$ cat config.mk
export PLATFORM = sky130hd
export DESIGN_NAME = payload_sampler
export DESIGN_NICKNAME = d
export VERILOG_FILES = /design/src/rtl/ps_pkg.sv /design/src/rtl/ps_alloc_regs.sv /design/src/rtl/ps_grid.sv /design/src/rtl/ps_out_stage.sv /design/src/rtl/payload_sampler.sv
export SDC_FILE = /design/constraint.sdc
export NUM_CORES = 1
export LEC_CHECK = 0
export BUFFER_PORTS_ARGS = -buffer_cell sky130_fd_sc_hd__clkbuf_2
export CAP_MARGIN = 20
export CORE_MARGIN = 2
export CORE_UTILIZATION = 45
export DETAILED_ROUTE_END_ITERATION = 8
export PLACE_DENSITY = 0.63
export REMOVE_ABC_BUFFERS = 1
export SKIP_CTS_REPAIR_TIMING = 1
export SYNTH_ARGS = -nofsm -noshare
export SYNTH_HDL_FRONTEND = slang
export SYNTH_HIERARCHICAL = 1
export SYNTH_SLANG_ARGS = --single-unit
$ cat constraint.sdc
create_clock -name clk -period 3.5 [get_ports clk]
set_input_delay 0.175 -clock clk [delete_from_list [all_inputs] [get_ports clk]]
set_output_delay 0.175 -clock clk [all_outputs]
set_load 0.02 [all_outputs]
$ cat src/rtl/ps_pkg.sv
package ps_pkg;
  localparam int ALLOC_W = 16;

  typedef struct packed {
    logic [ALLOC_W-1:0] start;
    logic [ALLOC_W-1:0] rate;
  } alloc_t;
endpackage

$ cat src/rtl/ps_alloc_regs.sv
// Pending and working allocation sets; the working set changes only at payload start.
module ps_alloc_regs
  import ps_pkg::*;
(
  input  logic   clk,
  input  logic   rst,
  input  logic   cfg_load,
  input  alloc_t cfg_in,
  input  logic   pay_start,
  output alloc_t alloc_eff
);
  alloc_t pend_q;
  alloc_t work_q;

  always_ff @(posedge clk) begin
    if (rst) begin
      pend_q <= '0;
      work_q <= '0;
    end else begin
      if (cfg_load) pend_q <= cfg_in;
      if (pay_start) work_q <= pend_q;
    end
  end

  // At the payload marker the pending set applies in the same cycle.
  assign alloc_eff = pay_start ? pend_q : work_q;
endmodule

$ cat src/rtl/ps_grid.sv
// Payload position counter and gap countdown that finds sampling points.
module ps_grid
  import ps_pkg::*;
#(
  parameter int POS_W = 16
) (
  input  logic             clk,
  input  logic             rst,
  input  logic             frame_start,
  input  logic             pay_start,
  input  alloc_t           alloc_eff,
  output logic             hit,
  output logic             live,
  output logic [POS_W-1:0] pos_eff
);
  logic             in_pay_q;
  logic             in_pay_eff;
  logic [POS_W-1:0] pos_q;
  logic [ALLOC_W-1:0] gap_q;
  logic [ALLOC_W-1:0] gap_eff;
  logic             has_alloc;

  assign in_pay_eff = pay_start | (in_pay_q & ~frame_start);
  assign pos_eff    = pay_start ? '0 : pos_q;
  assign gap_eff    = pay_start ? alloc_eff.start : gap_q;
  assign has_alloc  = (alloc_eff.rate != '0);
  assign live       = in_pay_eff & has_alloc;
  assign hit        = live & (gap_eff == '0);

  always_ff @(posedge clk) begin
    if (rst) begin
      in_pay_q <= 1'b0;
      pos_q    <= '0;
      gap_q    <= '0;
    end else begin
      in_pay_q <= in_pay_eff;
      if (in_pay_eff) begin
        pos_q <= pos_eff + 1'b1;
        gap_q <= (gap_eff == '0) ? (alloc_eff.rate - 1'b1) : (gap_eff - 1'b1);
      end
    end
  end
endmodule

$ cat src/rtl/ps_out_stage.sv
// Registered outputs; sleep blanks strobe and enable without touching the grid.
module ps_out_stage #(
  parameter int POS_W = 16
) (
  input  logic             clk,
  input  logic             rst,
  input  logic             hit,
  input  logic             live,
  input  logic             sleep_req,
  input  logic             line_bit,
  input  logic [POS_W-1:0] pos_eff,
  output logic             smp_bit,
  output logic             smp_vld,
  output logic [POS_W-1:0] smp_pos,
  output logic             smp_cke
);
  always_ff @(posedge clk) begin
    if (rst) begin
      smp_bit <= 1'b0;
      smp_vld <= 1'b0;
      smp_pos <= '0;
      smp_cke <= 1'b0;
    end else begin
      smp_vld <= hit & ~sleep_req;
      smp_cke <= live & ~sleep_req;
      if (hit & ~sleep_req) begin
        smp_bit <= line_bit;
        smp_pos <= pos_eff;
      end
    end
  end
endmodule

$ cat src/rtl/payload_sampler.sv
module payload_sampler
  import ps_pkg::*;
#(
  parameter int POS_W = 16
) (
  input  logic               clk,
  input  logic               rst,
  input  logic               line_bit,
  input  logic               frame_start,
  input  logic               pay_start,
  input  logic               sleep_req,
  input  logic               cfg_load,
  input  logic [ALLOC_W-1:0] cfg_start,
  input  logic [ALLOC_W-1:0] cfg_rate,
  output logic               smp_bit,
  output logic               smp_vld,
  output logic [POS_W-1:0]   smp_pos,
  output logic               smp_cke
);
  alloc_t           cfg_in;
  alloc_t           alloc_eff;
  logic             hit;
  logic             live;
  logic [POS_W-1:0] pos_eff;

  assign cfg_in.start = cfg_start;
  assign cfg_in.rate  = cfg_rate;

  ps_alloc_regs u_regs (
    .clk       (clk),
    .rst       (rst),
    .cfg_load  (cfg_load),
    .cfg_in    (cfg_in),
    .pay_start (pay_start),
    .alloc_eff (alloc_eff)
  );

  ps_grid #(.POS_W(POS_W)) u_grid (
    .clk         (clk),
    .rst         (rst),
    .frame_start (frame_start),
    .pay_start   (pay_start),
    .alloc_eff   (alloc_eff),
    .hit         (hit),
    .live        (live),
    .pos_eff     (pos_eff)
  );

  ps_out_stage #(.POS_W(POS_W)) u_out (
    .clk       (clk),
    .rst       (rst),
    .hit       (hit),
    .live      (live),
    .sleep_req (sleep_req),
    .line_bit  (line_bit),
    .pos_eff   (pos_eff),
    .smp_bit   (smp_bit),
    .smp_vld   (smp_vld),
    .smp_pos   (smp_pos),
    .smp_cke   (smp_cke)
  );
endmodule

==> reports/metrics.csv <==
stage,metric,value,unit
power,power_frac_seq,0.370,
drt,drc_errors,0,
power,power,3.83,mW
hold_path,hp-class,in2reg,
timing,setup_viol,0,
die,start_util,0.462,
clocking,root_buffer,clkbuf_16,
timing,drv_slew,0,
clocking,clk_latency,420,ps
cells_and_area,drive_gt1_frac,0.243,
power,p_sw,0.878,mW
global_route,groute.usage.overall,0.188,
clocking,cts.sinks,116,
power,p_leak,2.90,nW
logic_synthesis,synth_edf_count,0,
worst_setup_path,arrival,3440,ps
worst_setup_path,worst-path-stages,11,
logic_synthesis,synth.distinct_cells,65,
power,comb_power_share,0.128,
power,peakVddDrop,0.422,mV
drt,routedWlPerCell,15.2,um
drt,routed_via_density,5.36,
worst_setup_path,max_stage_delay,520,ps
clocking,clkSlewWorstSetupHoldPaths,50,ps
die,core,12600,um2
drt,topRoutingLayerUsed,met4,
cells_and_area,regArea,2320,um2
logic_synthesis,yosys.area.top_type,dfxtp_1,
logic_synthesis,yosysTopAreaCellShare,0.399,
worst_setup_path,cp-endpoint,u_grid/gap_q[14],
global_route,grt_max_degree,68,
global_route,grt_pass1_wl,21200,um
cells_and_area,final_common_cell,dfxtp_1,
cells_and_area,layout.nets,679,
cells_and_area,synthToLayoutAreaGrowth,17.9,%
worst_setup_path,setup.worst_path.start_class,flip-flop,
placed_design,dp_hpwl,8540,um
drt,vias,4414,
worst_setup_path,critPathSlowestCell,or4b_1,
cells_and_area,design_area,6870,um2
die,die_area,13900,um2
clocking,htree_levels,4,
power,intPower,2.96,mW
timing,finalCriticalPeriod,3140,ps
placed_design,place_area,6210,um2
job,maxCapViolations,0,
drt,met3WireLength,485,um
drt,routed_wl,12500,um
drt,detail-route-antenna-nets,0,
global_route,grt_pass1_vias,4270,
logic_synthesis,yosys_warnings,6,
drt,drt_iter0_drc,276,
timing,hold-worst-slack,-1.30,ps
drt,drt-met1-wl,6120,um
timing,hold_violations,2,
worst_setup_path,reg2reg_slack,360,ps
timing,worst_pin_slew,1050,ps
power,p_sw_frac,0.229,
logic_synthesis,avgSynthCellArea,9.89,um2
timing,finalCritPeriodShare,0.899,
worst_setup_path,cp.required,3800,ps
timing,rsz0062_at_grt,false,
power,clockPowerShare,0.502,
cells_and_area,n_antenna_cell,0,
timing,clock.fmax,318,MHz
worst_setup_path,crit-reg2reg-launch,u_regs/pend_q[22],
global_route,antenna_found_initial,0,
worst_setup_path,crit_buf_inv,1,
status,outcome,finished with violations,
cells_and_area,multi_input_area,3270,um2
logic_synthesis,syn_inst,589,
logic_synthesis,yosysSeqAreaShare,0.399,
drt,wl_met2,5660,um
power,power.density,558,nW/um2
cells_and_area,final_cell_mix,"116 x dfxtp_1, 64 x nor2_1, 55 x clkbuf_2, 54 x nor2b_1, 46 x mux2i_1",
worst_setup_path,r2r_end,u_grid/gap_q[14],
worst_setup_path,crit_path_start,u_regs/pend_q[22],
logic_synthesis,netlist_area,5830,um2
worst_setup_path,critical_path_class,reg2reg,
placed_design,port_buffers,57,
timing,relSlewSlack,0.301,
clocking,cts_tree,built,
worst_setup_path,cpLargestDelayFamily,simple AND/OR/NAND/NOR gates,
logic_synthesis,synth-main-ff-cell,dfxtp_1,
clocking,clk_path_buf_depth,2,
worst_setup_path,reg2reg_depth,11,
placed_design,gp_congestion,0.829,
die,num_rows,41,
cells_and_area,fillCellCount,1142,
worst_setup_path,path_cells,mux2_4 > or4b_1 > o22a_1 > nor4_2 > a221oi_1 > ha_1 > buf_4 > nand4b_1 > mux2i_1 > and4_1 > a311o_1,
global_route,grt_overflow,0,
logic_synthesis,ys_seq_elements,116,
die,die_width,118,um
die,ios,58,
clocking,cts_buffers,17,
logic_synthesis,synth_area_leaders,"dfxtp_1 40%, mux2_4 8.0%, mux2i_1 7.9%",
worst_setup_path,crit_fanout,6,
timing,skew,7.24,ps
logic_synthesis,synthArstFlopShare,0,
drt,dr.pass1.iters,4,
status,violations,hold timing,
worst_setup_path,critPathCaptureType,flip-flop,
die,die_h,118,um
through the flow:
stage	util	cells	TNS, ps	worst slack [ps]
after floorplan	-	550	-5450	-327
after global placement	0.492	791	0	255
after detailed placement	0.492	791	0	149
after CTS	0.544	823	0	368
after global routing	0.544	823	0	92.6
final	0.544	823	0	355
final cells by class:
cell class,count,share of cell area
sequential,116,0.338
timing repair buffer,69,0.0572
clock buffer,22,0.0661
tap,172,0.0313
inverter,3,0.00164
clock inverter,10,0.0295
multi-input combinational,431,0.476
tightest hold or removal path, stage by stage:
cell	delay (ps)
clkbuf_2	80
mux2i_1	50
nor2_1	70
cells in the mapped netlist, types with 5 or more instances:
library cell,n
a211oi_1,8
a21oi_1,8
a221oi_1,5
and3_1,5
buf_1,5
buf_2,6
buf_4,5
buf_6,5
clkbuf_1,17
dfxtp_1,116
mux2_2,8
mux2_4,31
mux2i_1,46
nand2_1,14
nand2b_1,22
nand3_1,11
nand4_1,9
nand4bb_1,17
nor2_1,64
nor2b_1,54
nor3_1,12
nor4_1,8
o211ai_1,5
o21ai_0,12
o21ai_2,10
or4_1,5
xnor2_1,10
xor2_1,12
power by group through the flow:
stage               sequential [mW]  clock, mW  combinational, mW
finish                         1.42       1.92              0.490
global route                   1.43       2.02              0.542
CTS                            1.42       1.96              0.490
detailed placement             1.45          0              0.487
global placement               1.45          0              0.478
floorplan                      1.43          0              0.322
sequential cells by signal (all words and copies together), names as in the netlist:
signal,count
u_regs/pend_q,32
u_regs/work_q,32
u_grid/in_pay_q,1
u_out/smp_bit,1
u_out/smp_cke,1
u_out/smp_pos,16
u_grid/gap_q,16
u_out/smp_vld,1
u_grid/pos_q,16
worst min path at each step:
stage,start,end,slack (ps),cells after the start
after detailed placement,cfg_start[12],u_regs/pend_q[28],420,3
final,cfg_rate[7],u_regs/pend_q[7],-1,3
after CTS,cfg_rate[7],u_regs/pend_q[7],-20,3
after global routing,cfg_start[11],u_regs/pend_q[27],0.1,3
after floorplan,sleep_req,u_out/smp_vld,240,1
after global placement,cfg_rate[7],u_regs/pend_q[7],410,3
per-layer routing:
metal  GRT usage  vias to the layer above
li1            -                     2208
met3      0.0494                       16
met4      0.0693                        0
met2       0.285                       74
met5           0                        -
met1       0.257                     2116
logic make-up (layout without fill, tap and decap cells):
kind of cell             after synthesis  after routing  synth area share
AO/OA/AOI/OAI                         69             69            0.0876
buffers and inverters                 42            104            0.0408
flip-flops                           116            116             0.399
multiplexers                          86             86             0.178
adder cells (fa/ha/maj)                2              2           0.00429
XOR/XNOR                              22             22            0.0331
AND/OR/NAND/NOR                      252            252             0.257
(Power assumes the default switching activity.)
